$ cat src/rtl/irq_pkg.sv
package irq_pkg;
  typedef enum logic {SEL_ENABLE = 1'b0, SEL_FLAG = 1'b1} reg_sel_e;

  function automatic int vector_of(int base, int stride, int idx);
    return base + stride * idx;
  endfunction
endpackage

$ cat src/rtl/irq_flag_reg.sv
module irq_flag_reg #(
  parameter int N     = 5,
  parameter int IDX_W = 3
) (
  input  logic             clk,
  input  logic             rst_n,
  input  logic             wr_en,
  input  logic [N-1:0]     wdata,
  input  logic [N-1:0]     req,
  input  logic             ack_en,
  input  logic [IDX_W-1:0] ack_idx,
  output logic [N-1:0]     flags
);
  logic [N-1:0] base_w;
  logic [N-1:0] clr_w;

  assign base_w = wr_en ? wdata : flags;
  assign clr_w  = ack_en ? (N'(1) << ack_idx) : '0;

  always_ff @(posedge clk) begin
    if (!rst_n) flags <= '0;
    else        flags <= (base_w & ~clr_w) | req;
  end

  a_r9_ack_clears_bit: assert property (@(posedge clk) disable iff (!rst_n)
    (ack_en && ((req & (N'(1) << ack_idx)) == '0)) |=> ((flags & (N'(1) << $past(ack_idx))) == '0));
  a_r10_request_wins: assert property (@(posedge clk) disable iff (!rst_n)
    (req != '0) |=> ((flags & $past(req)) == $past(req)));
endmodule

$ cat src/rtl/irq_master_en.sv
module irq_master_en (
  input  logic clk,
  input  logic rst_n,
  input  logic ei_cmd,
  input  logic di_cmd,
  input  logic boundary,
  input  logic dispatch,
  output logic ime
);
  logic arm_q;

  always_ff @(posedge clk) begin
    if (!rst_n) begin
      ime   <= 1'b0;
      arm_q <= 1'b0;
    end else if (dispatch) begin
      ime   <= 1'b0;
      arm_q <= 1'b0;
    end else if (di_cmd) begin
      ime   <= 1'b0;
      arm_q <= 1'b0;
    end else begin
      if (boundary && arm_q) begin
        ime   <= 1'b1;
        arm_q <= 1'b0;
      end
      if (ei_cmd) arm_q <= 1'b1;
    end
  end

  a_r6_clear_on_dispatch: assert property (@(posedge clk) disable iff (!rst_n)
    dispatch |=> !ime);
  a_r8_disable_clears: assert property (@(posedge clk) disable iff (!rst_n)
    di_cmd |=> !ime);
  a_r7_enable_at_boundary: assert property (@(posedge clk) disable iff (!rst_n)
    $rose(ime) |-> $past(boundary));
endmodule

$ cat src/rtl/irq_arbiter.sv
module irq_arbiter #(
  parameter int N     = 5,
  parameter int IDX_W = 3
) (
  input  logic [N-1:0]     cand,
  output logic             found,
  output logic [IDX_W-1:0] idx
);
  logic [N-1:0] grant;

  always_comb begin
    found = 1'b0;
    idx   = '0;
    grant = '0;
    for (int i = N - 1; i >= 0; i--) begin
      if (cand[i]) begin
        found = 1'b1;
        idx   = IDX_W'(i);
        grant = N'(1) << i;
      end
    end
  end

  always_comb begin
    a_r4_single_grant: assert ($onehot0(grant));
    a_r4_grant_is_cand: assert ((grant & ~cand) == '0);
  end
endmodule

$ cat src/rtl/irq_dispatch.sv
module irq_dispatch #(
  parameter int NUM_SRC    = 5,
  parameter int REG_W      = 8,
  parameter int VEC_W      = 8,
  parameter int VEC_BASE   = 'h40,
  parameter int VEC_STRIDE = 8
) (
  input  logic               clk,
  input  logic               rst_n,
  input  logic [NUM_SRC-1:0] req_i,
  input  logic               wr_en_i,
  input  logic               wr_sel_i,
  input  logic [REG_W-1:0]   wr_data_i,
  input  logic               rd_sel_i,
  output logic [REG_W-1:0]   rd_data_o,
  input  logic               ei_i,
  input  logic               di_i,
  input  logic               boundary_i,
  output logic               irq_valid_o,
  output logic [VEC_W-1:0]   irq_vector_o,
  input  logic               irq_ack_i
);
  import irq_pkg::*;

  localparam int IDX_W = (NUM_SRC > 1) ? $clog2(NUM_SRC) : 1;
  localparam int PAD_W = REG_W - NUM_SRC;

  logic [REG_W-1:0]   ie_q;
  logic [NUM_SRC-1:0] flags_w;
  logic [NUM_SRC-1:0] cand_w;
  logic               found_w;
  logic [IDX_W-1:0]   win_idx_w;
  logic               ime_w;
  logic               dispatch_w;
  logic               ack_fire_w;
  logic               wr_ie_w;
  logic               wr_if_w;
  logic               valid_q;
  logic [IDX_W-1:0]   src_q;
  logic [VEC_W-1:0]   vec_q;

  assign wr_ie_w    = wr_en_i && (reg_sel_e'(wr_sel_i) == SEL_ENABLE);
  assign wr_if_w    = wr_en_i && (reg_sel_e'(wr_sel_i) == SEL_FLAG);
  assign cand_w     = ie_q[NUM_SRC-1:0] & flags_w;
  assign dispatch_w = boundary_i && ime_w && found_w && !valid_q;
  assign ack_fire_w = irq_ack_i && valid_q;

  always_ff @(posedge clk) begin
    if (!rst_n)       ie_q <= '0;
    else if (wr_ie_w) ie_q <= wr_data_i;
  end

  irq_flag_reg #(.N(NUM_SRC), .IDX_W(IDX_W)) u_flags (
    .clk(clk), .rst_n(rst_n), .wr_en(wr_if_w), .wdata(wr_data_i[NUM_SRC-1:0]),
    .req(req_i), .ack_en(ack_fire_w), .ack_idx(src_q), .flags(flags_w)
  );

  irq_arbiter #(.N(NUM_SRC), .IDX_W(IDX_W)) u_arb (
    .cand(cand_w), .found(found_w), .idx(win_idx_w)
  );

  irq_master_en u_ime (
    .clk(clk), .rst_n(rst_n), .ei_cmd(ei_i), .di_cmd(di_i),
    .boundary(boundary_i), .dispatch(dispatch_w), .ime(ime_w)
  );

  always_ff @(posedge clk) begin
    if (!rst_n) begin
      valid_q <= 1'b0;
      src_q   <= '0;
      vec_q   <= '0;
    end else if (dispatch_w) begin
      valid_q <= 1'b1;
      src_q   <= win_idx_w;
      vec_q   <= VEC_W'(vector_of(VEC_BASE, VEC_STRIDE, int'(win_idx_w)));
    end else if (ack_fire_w) begin
      valid_q <= 1'b0;
    end
  end

  always_comb begin
    if (reg_sel_e'(rd_sel_i) == SEL_FLAG) rd_data_o = {{PAD_W{1'b1}}, flags_w};
    else                                  rd_data_o = ie_q;
  end

  assign irq_valid_o  = valid_q;
  assign irq_vector_o = vec_q;

  a_r5_start_at_boundary: assert property (@(posedge clk) disable iff (!rst_n)
    $rose(valid_q) |-> $past(boundary_i && ime_w));
  a_r3_dispatched_is_cand: assert property (@(posedge clk) disable iff (!rst_n)
    $rose(valid_q) |-> (($past(cand_w) & (NUM_SRC'(1) << src_q)) != '0));
  a_r11_hold_until_ack: assert property (@(posedge clk) disable iff (!rst_n)
    (valid_q && !irq_ack_i) |=> (valid_q && $stable(vec_q)));
  a_r9_ack_drops_valid: assert property (@(posedge clk) disable iff (!rst_n)
    ack_fire_w |=> !valid_q);
endmodule

$ cat config.mk
export PLATFORM = sky130hd
export DESIGN_NAME = irq_dispatch
export DESIGN_NICKNAME = d
export VERILOG_FILES = /design/src/rtl/irq_pkg.sv /design/src/rtl/irq_flag_reg.sv /design/src/rtl/irq_master_en.sv /design/src/rtl/irq_arbiter.sv /design/src/rtl/irq_dispatch.sv
export SDC_FILE = /design/constraint.sdc
export NUM_CORES = 1
export LEC_CHECK = 0
export BUFFER_PORTS_ARGS = -buffer_cell sky130_fd_sc_hd__buf_2
export CAP_MARGIN = 20
export CORE_AREA = 4 4 65 49
export DETAILED_ROUTE_END_ITERATION = 10
export DIE_AREA = 0 0 69 53
export PLACE_DENSITY_LB_ADDON = 0.3
export SYNTH_ARGS = -nofsm -noshare
export SYNTH_HDL_FRONTEND = slang
export SYNTH_SLANG_ARGS = --single-unit
$ cat constraint.sdc
create_clock -name clk -period 1.65 [get_ports clk]
set_clock_uncertainty 0.2 [all_clocks]
set_input_delay 0.165 -clock clk [delete_from_list [all_inputs] [get_ports clk]]
set_output_delay 0.165 -clock clk [all_outputs]
set_load 0.01 [all_outputs]
==> impl.org, run 1 <==
** Final layout
- Flip-flop and latch area :: approximately 400 sq um
- Fill count :: 266
- Leaving out fill and tap cells, the most frequent cell in the layout is sky130_fd_sc_hd__buf_2.
- Multi-input gate area in the final layout :: between 500 and 600 sq um
- Relative to the synthesized area, the layout overhead comes to 39.7%.
- The final layout contains 175 nets.
- Of the cells placed in the final design, the portion with a size suffix greater than 1 is 0.355.
- Commonest cells after routing, fill and taps aside :: sky130_fd_sc_hd__buf_2, sky130_fd_sc_hd__dfxtp_1, sky130_fd_sc_hd__mux2i_1, sky130_fd_sc_hd__dlygate4sd3_1, sky130_fd_sc_hd__nor2b_1
- # diodes :: 0
- Layout Cell Area excl Fill :: roughly 1400 sq um
- Final non-filler cell total :: ~190

** Yosys
- After synthesis the netlist holds a flip-flop and latch count of 20.
- Synth cell types :: 26
- Post-synthesis cell area :: 995 sq um
- Synthesis warning total :: 0
- FFs w/ async S/R, synth :: 0
- The biggest area contributor in the post-synthesis netlist is sky130_fd_sc_hd__dfxtp_1.
- Cell types with the largest area share after synthesis :: sky130_fd_sc_hd__dfxtp_1, sky130_fd_sc_hd__mux2i_1, sky130_fd_sc_hd__nor2b_1
- Post-Syn Area per Cell :: approximately 9.8 sq um
- Proportion of synthesized chip area in sequential cells :: 0.403
- Primary flip-flop cell chosen by synthesis mapping :: sky130_fd_sc_hd__dfxtp_1
- Top-area cell type share of the netlist area :: 0.403
- Number of enable flip-flop cells after synthesis :: 0
- In the synthesized netlist, the number of instances is ~100.

** Timing
- Maximum operating frequency :: approximately 630 MHz
- Final Max Tran Viols :: 0
- Number of failing setup endpoints in the final timing report :: 0
- On the final layout, the worst hold slack is -0.00691 ns.
- Fin Setup TNS :: 0 ns
- Dividing the final minimum period by the clock period gives 0.966.
- Counting I/O delays and the setup requirement, the final critical path takes between 1.5 and 2 ns.
- The final-report hold violation count was 1.
- Worst Slack Setup Final :: approximately 0.056 ns

** Drt
- Final routed wire length divided by cell count :: 12.5 microns
- Number of nets with antenna violations after detailed routing :: 0
- Iteration-0 DRC Markers :: 20
- DRC viols :: 0
- Detailed-router iteration count before antenna repair :: 4
- Total number of vias :: between 800 and 900
- Via density :: between 4 and 5
- Final Routed Wirelength :: around 2300 microns

** CTS
- CTS tree :: built
- Clock tree root driver cell :: sky130_fd_sc_hd__clkbuf_8
- Total clock buffers created by CTS :: 3
- Clock-pin slew was measured on the worst setup and hold paths at 0.07 ns.
- Clk sinks :: 20
- Gates resized, CTS repair :: 0
- The clock passes through at most 2 buffers.
- Clock H-tree levels :: 1
- The later pin in the worst-skew pair is clocked with a latency of 0.26 ns.

** Global route
- Number of antenna violations at the first check in global routing :: 0
- The number of global-route vias before repair is 862.
- The first global-routing pass estimated about 4000 microns of wire.
- Grt total ovfl :: 0
- Maximum number of pins on one net before global-route repair :: 20
- In the global route stage, overall resource usage came out at 0.138.

** Min path
- Hold Path Cell Cnt :: 3
- Worst hold-check path type :: in2reg

** Die
- Core ar. :: approximately 2600 sq um
- I/O pin count :: 39
- From left edge to right edge, the die measures roughly 69 microns.
- In this run the core area contains 16 standard-cell rows.
- Total die area :: roughly 3700 sq um
- For this configuration, the core starts out at a cell density of 0.376.
- Die outline height :: 53 microns

** Status
- The flow ran to the end, but the final reports show violations.
- Failing checks :: hold timing

** Job
- Across the run, the number of max-cap violations was 0.

** Placed design
- Prior to clock tree synthesis, the placed netlist has a worst setup slack of between 0.08 and 0.09 ns.
- Routability-driven placement finished with a final weighted congestion of about 0.86.
- Dpl cells :: between 150 and 200
- Port Buf Inserts :: 34
- Once detailed placement completed, the half-perimeter wirelength came to about 1800 microns.
- In this run the cell area measured after placement is ~1200 sq um.

** Pwr
- Leakage :: around 0.64 nW
- Dividing total power by cell area gives a power density of around 760 nW/um^2.
- Across the VDD grid, the largest voltage drop is about 0.5 mV.

** Worst setup path
- Measured in cells, the most critical reg-to-reg path has a length of 4.
- Number of buffers and inverters on the critical path :: 2
- The worst setup path is captured at a flop.
- The critical path crosses 6 cells after its start point.
- Sequence of cells on the critical path :: dlygate4sd3_1, buf_2, nand3b_1, a41oi_4, or3b_1, nor2_1
- On the critical path, the stage with the largest delay is an instance of sky130_fd_sc_hd__dlygate4sd3_1.
- On the critical path the largest part of the delay comes from simple AND/OR/NAND/NOR gates.
- CP Data Required Time :: 1.64 ns
- Max incr delay on CP :: ~0.53 ns
- Data arrival time of the critical path :: ~1.6 ns
- CP max FO :: 6
- Setup Crit Path Kind :: in2reg
- The worst setup path is launched from an input port.
==> metal layers <==
layer  wire length [microns]  global-route usage  vias to the layer above
met4                       0              0.0195                        0
met2                    1100               0.229                       24
met1                    1090               0.177                      405
met3                     143              0.0512                        0
li1                        -                   -                      448
met5                       0                   0                        -
==> synth_stat cells (3+ instances only) <==
cell / number
sky130_fd_sc_hd__dfxtp_1: 20
sky130_fd_sc_hd__mux2i_1: 13
sky130_fd_sc_hd__nor2b_1: 10
sky130_fd_sc_hd__nand2_1: 8
sky130_fd_sc_hd__o21a_1: 8
sky130_fd_sc_hd__nor2_1: 6
sky130_fd_sc_hd__mux2_2: 5
sky130_fd_sc_hd__buf_4: 4
sky130_fd_sc_hd__a21oi_1: 3
sky130_fd_sc_hd__a31oi_1: 3
sky130_fd_sc_hd__clkbuf_1: 3
sky130_fd_sc_hd__inv_1: 3
sky130_fd_sc_hd__or2_2: 3
==> worst min-delay path, stage by stage <==
cell                      delay, ns
sky130_fd_sc_hd__buf_2         0.09
sky130_fd_sc_hd__mux2i_1       0.06
sky130_fd_sc_hd__nor2b_1       0.09
==> per-stage QoR <==
step | hold WS, ns | power [mW] | util
after floorplan | 0.0824 | 0.631 | -
after global placement | 0.169 | 0.681 | 0.450
after detailed placement | 0.182 | 0.685 | 0.450
after CTS | 0.000499 | 1.07 | 0.520
after global routing | 0.00767 | 1.12 | 0.526
final | -0.00691 | 1.06 | 0.526
==> cell type report <==
type                            count  share of cell area
Inverter                            3             0.00810
Clock buffer                        4              0.0396
Tap cell                           36              0.0324
Timing Repair Buffer               51               0.238
Sequential cell                    20               0.288
Multi-Input combinational cell     74               0.394
==> logic make-up (layout without fill, tap and decap cells) <==
family                 after synthesis  after routing  synth area share
AND/OR/NAND/NOR                     32             32             0.170
AO/OA/AOI/OAI                       20             20             0.179
flip-flops                          20             20             0.403
multiplexers                        18             18             0.187
buffers and inverters               11             58            0.0579
other                                1              4           0.00377
==> state kept, by name (all words and copies together), names as in the netlist <==
name,flops
ie_q,8
u_flags.flags,5
irq_vector_o,2
src_q,2
irq_valid_o,1
u_ime.arm_q,1
u_ime.ime,1
==> path summary, 6_finish.rpt <==
| check | slack [ns] | from | endpoint |
|---|---|---|---|
| hold reg to reg | 0.26 | irq_vector_o[6] | irq_vector_o[6] |
| setup reg to reg | 0.07 | ie_q[3] | u_ime.arm_q |
| setup / recovery | 0.06 | boundary_i | u_ime.arm_q |
| hold / removal | -0.007 | wr_data_i[4] | ie_q[4] |
==> power breakdown <==
group	switching [mW]	total [mW]	internal, mW
Sequential	0.0185	0.522	0.503
Combinational	0.0752	0.175	0.100
Clock	0.151	0.363	0.212
Total	0.245	1.06	0.816
==> what timing repair did <==
action,CTS,global route
hold buffers,13,0
hold endpoints to repair,12,0
setup endpoints to repair,0,4
buffers inserted,0,2
Power figures use the tool's default switching activity.
==> inputs of run 2 (changes only) <==
--- a/config.mk
+++ b/config.mk
@@ -7,9 +7,10 @@
 export LEC_CHECK = 0
 export BUFFER_PORTS_ARGS = -buffer_cell sky130_fd_sc_hd__buf_2
 export CAP_MARGIN = 20
-export CORE_AREA = 4 4 65 49
+export CORE_AREA = 2 2 63 47
 export DETAILED_ROUTE_END_ITERATION = 10
-export DIE_AREA = 0 0 69 53
+export DIE_AREA = 0 0 65 49
+export MAX_ROUTING_LAYER = met4
 export PLACE_DENSITY_LB_ADDON = 0.3
 export SYNTH_ARGS = -nofsm -noshare
 export SYNTH_HDL_FRONTEND = slang
==> impl.org, run 2 (synthesis results as in run 1) <==
** Status
- Result of the run: finished clean (was finished with violations).

** Die
- The die footprint is 3190 sq um (was 3660 sq um).
- The width of the chip was 65 microns (was 69 microns).
- The row count was 16 (unchanged).
- I/O pin count :: 39 (unchanged)
- The chip height came to 49 microns (was 53 microns).
- Core ar. :: 2620 sq um (was 2640 sq um)
- Starting density of the core :: 0.379 (was 0.376)

** CTS
- CTS clock-pin slew for the worst setup and hold paths :: 0.07 ns (about the same)
- The maximum number of buffers from clock root to sink is 2 (unchanged).
- The number of gates resized after cts was 0 (unchanged).
- CTS tree :: built (unchanged)
- The deepest level of the CTS H-tree came to 1 (unchanged).
- The clock network latency to the later pin of the worst-skew pair came to 0.25 ns (was 0.26 ns).
- Clock tree root driver cell :: sky130_fd_sc_hd__clkbuf_8 (unchanged)
- Total clock buffers created by CTS :: 3 (unchanged)
- Clk sinks :: 20 (unchanged)

** Timing
- Number of failing setup endpoints in the final timing report :: 0 (unchanged)
- Count of final hold-check violations :: 0 (was 1)
- The final critical-path share of the clock period is 0.955 (was 0.966).
- Setup repair after global routing missed its margin :: false
- Worst Slack Setup Final :: 0.0745 ns (was 0.0560 ns)
- Final critical path time including I/O delays and setup :: 1.58 ns (was 1.59 ns)
- The highest attainable clock frequency is 635 MHz (was 627 MHz).
- The final sum of negative setup slack came to 0 ns (unchanged).
- Final Max Tran Viols :: 0 (unchanged)

** Final layout
- Finished Core Util :: 0.521 (was 0.526)
- Fraction of layout cells with a size suffix above 1 :: 0.349 (was 0.355)
- Final non-filler cell total :: 185 (was 188)
- The number of diodes came to 0 (unchanged).
- The flip-flop count of the largest register, all copies and words added is 8 (unchanged).
- Commonest cells after routing, fill and taps aside :: sky130_fd_sc_hd__buf_2, sky130_fd_sc_hd__dfxtp_1, sky130_fd_sc_hd__mux2i_1 (was sky130_fd_sc_hd__buf_2, sky130_fd_sc_hd__dfxtp_1, sky130_fd_sc_hd__mux2i_1, sky130_fd_sc_hd__dlygate4sd3_1, sky130_fd_sc_hd__nor2b_1)
- Largest registers: ie_q x8, u_flags.flags x5 (unchanged).
- The leading cell type in the layout, fill and taps excluded was sky130_fd_sc_hd__buf_2 (unchanged).
- Biggest register :: ie_q (unchanged)
- The final instance area is 1370 sq um (was 1390 sq um).
- Signed area change from the synthesized netlist to the final layout :: 37.5% (was 39.7%)
- Net count, final :: 172 (was 175)

** Pwr
- Clock share of power :: 0.347 (was 0.343)
- The part of the power in registers is 0.490 (was 0.492).
- IR drop worst, VDD :: 0.430 mV (was 0.497 mV)
- Power per cell area :: 779 nW/um^2 (was 763 nW/um^2)
- Switch Pwr :: 0.252 mW (was 0.245 mW)
- The cell internal power dissipation was 0.813 mW (was 0.816 mW).
- The switching power share of the total came to 0.237 (was 0.231).
- Combinational group share of total power :: 0.163 (was 0.165)
- Leakage :: 0.626 nW (was 0.643 nW)

** Global route
- Number of global-route vias before repair :: 875 (was 862)
- Grt total ovfl :: 0 (unchanged)
- Maximum number of pins on one net before global-route repair :: 20 (unchanged)
- The first-pass GRT wire length was 4000 microns (was 4040 microns).
- Number of antenna violations at the first check in global routing :: 0 (unchanged)
- Total routing usage reported by global routing :: 0.165 (was 0.138)

** Drt
- DRC viols :: 0 (unchanged)
- Iteration-0 DRC Markers :: 4 (was 20)
- The routed via count came to 873 (was 877).
- Detailed-router iteration count before antenna repair :: 4 (unchanged)
- The number of nets with antenna violations after detailed routing came to 0 (unchanged).
- The detailed-route vias per instance came to 4.72 (was 4.66).
- Final routed wire length divided by cell count :: 12.8 microns (was 12.5 microns)
- Final Routed Wirelength :: 2370 microns (was 2340 microns)

** Worst setup path
- Cell depth of the worst flop-to-flop path :: 4 (unchanged)
- The capture point of the worst reg-to-reg path is u_ime.arm_q (unchanged).
- The kind of launch point of the worst setup path was a flop (was input port).
- Slowest cell on the critical path :: sky130_fd_sc_hd__or3b_1 (was sky130_fd_sc_hd__dlygate4sd3_1)
- Reg-to-reg startpoint :: u_flags.flags[3] (was ie_q[3])
- The arrival time of data at the critical path endpoint was 1.57 ns (was 1.59 ns).
- The maximum net fanout on the critical path came to 6 (unchanged).
- Sequence of cells on the critical path :: a22oi_4, a41oi_4, or3b_1, nor2_1 (was dlygate4sd3_1, buf_2, nand3b_1, a41oi_4, or3b_1, nor2_1)
- Number of buffers and inverters on the critical path :: 0 (was 2)
- The worst setup slack for register-to-register paths came to 0.07 ns (about the same).
- Crit-path leading delay family :: simple AND/OR/NAND/NOR gates (unchanged)
- The required time at the endpoint of the critical path came to 1.64 ns (about the same).
- Max incr delay on CP :: 0.42 ns (was 0.53 ns)
- Critical path endpoint category :: flop (unchanged)
- Setup Crit Path Kind :: reg2reg (was in2reg)

** Placed design
- Dpl cells :: 169 (unchanged)
- The routability congestion estimate is 0.777 (was 0.863).
- Post-Place Cell Area :: 1190 sq um (unchanged)
- Port Buf Inserts :: 34 (unchanged)
- Setup slack at placement :: 0.101 ns (was 0.0823 ns)
- The placed wire-length estimate after detailed placement was 1780 microns (about the same).

** Min path
- Worst hold start :: wr_data_i[2] (was wr_data_i[4])
- The worst hold path stage count is 3 (unchanged).
- The worst hold-check path type is in2reg (unchanged).
- Hold Path End :: ie_q[2] (was ie_q[4])

** Job
- Max capacitance violation total :: 0 (unchanged)
run 2: repair_timing:
action | in CTS | in global routing
endpoints found under the setup margin | 0 | 3
buffers inserted | 0 | 1
hold buffers | 12 | 0
endpoints found under the hold margin | 11 | 0
run 2: final cells by class:
type / instances / area (sq um)
Clock buffer: 4 / 55.1
Fill cell: 256 / 1250
Inverter: 3 / 11.3
Multi-Input combinational cell: 74 / 548
Sequential cell: 20 / 400
Tap cell: 36 / 45.0
Timing Repair Buffer: 48 / 308
run 2: worst max-delay path by stage:
stage | startpoint | slack (ns) | cells after the start | to
after floorplan | u_flags.flags[3] | 0.21 | 4 | u_ime.arm_q
after global placement | u_flags.flags[3] | 0.16 | 4 | u_ime.ime
after detailed placement | u_flags.flags[3] | 0.10 | 4 | u_ime.arm_q
after CTS | boundary_i | 0.02 | 6 | u_ime.arm_q
after global routing | u_flags.flags[3] | 0.008 | 4 | u_ime.arm_q
final | u_flags.flags[3] | 0.07 | 4 | u_ime.arm_q
run 2: per-layer routing:
layer	GRT usage	part of all wire	vias up	wire [microns]
met5	-	0	-	0
met4	0.0213	0	0	0
met3	0.0416	0.045	0	107
met2	0.268	0.46	25	1100
met1	0.214	0.49	404	1160
li1	-	-	444	-
run 2: tightest hold or removal path, stage by stage:
cell	delay (ns)
sky130_fd_sc_hd__buf_2	0.09
sky130_fd_sc_hd__mux2i_1	0.08
sky130_fd_sc_hd__nor2b_1	0.10
run 2: per-stage QoR:
| step | total power [mW] | hold WS, ns |
|---|---|---|
| 4_1_cts | 1.08 | 0.000339 |
| 2_1_floorplan | 0.631 | 0.0824 |
| 6_report | 1.07 | 0.00606 |
| 3_3_place_gp | 0.681 | 0.170 |
| 5_1_grt | 1.12 | 0.00185 |
| 3_5_place_dp | 0.687 | 0.178 |
run 2: power by group through the flow:
stage	clock (mW)	combinational, mW	sequential [mW]
2_1_floorplan	0	0.103	0.529
3_3_place_gp	0	0.149	0.532
3_5_place_dp	0	0.153	0.534
4_1_cts	0.383	0.175	0.522
5_1_grt	0.407	0.190	0.526
6_report	0.370	0.173	0.523
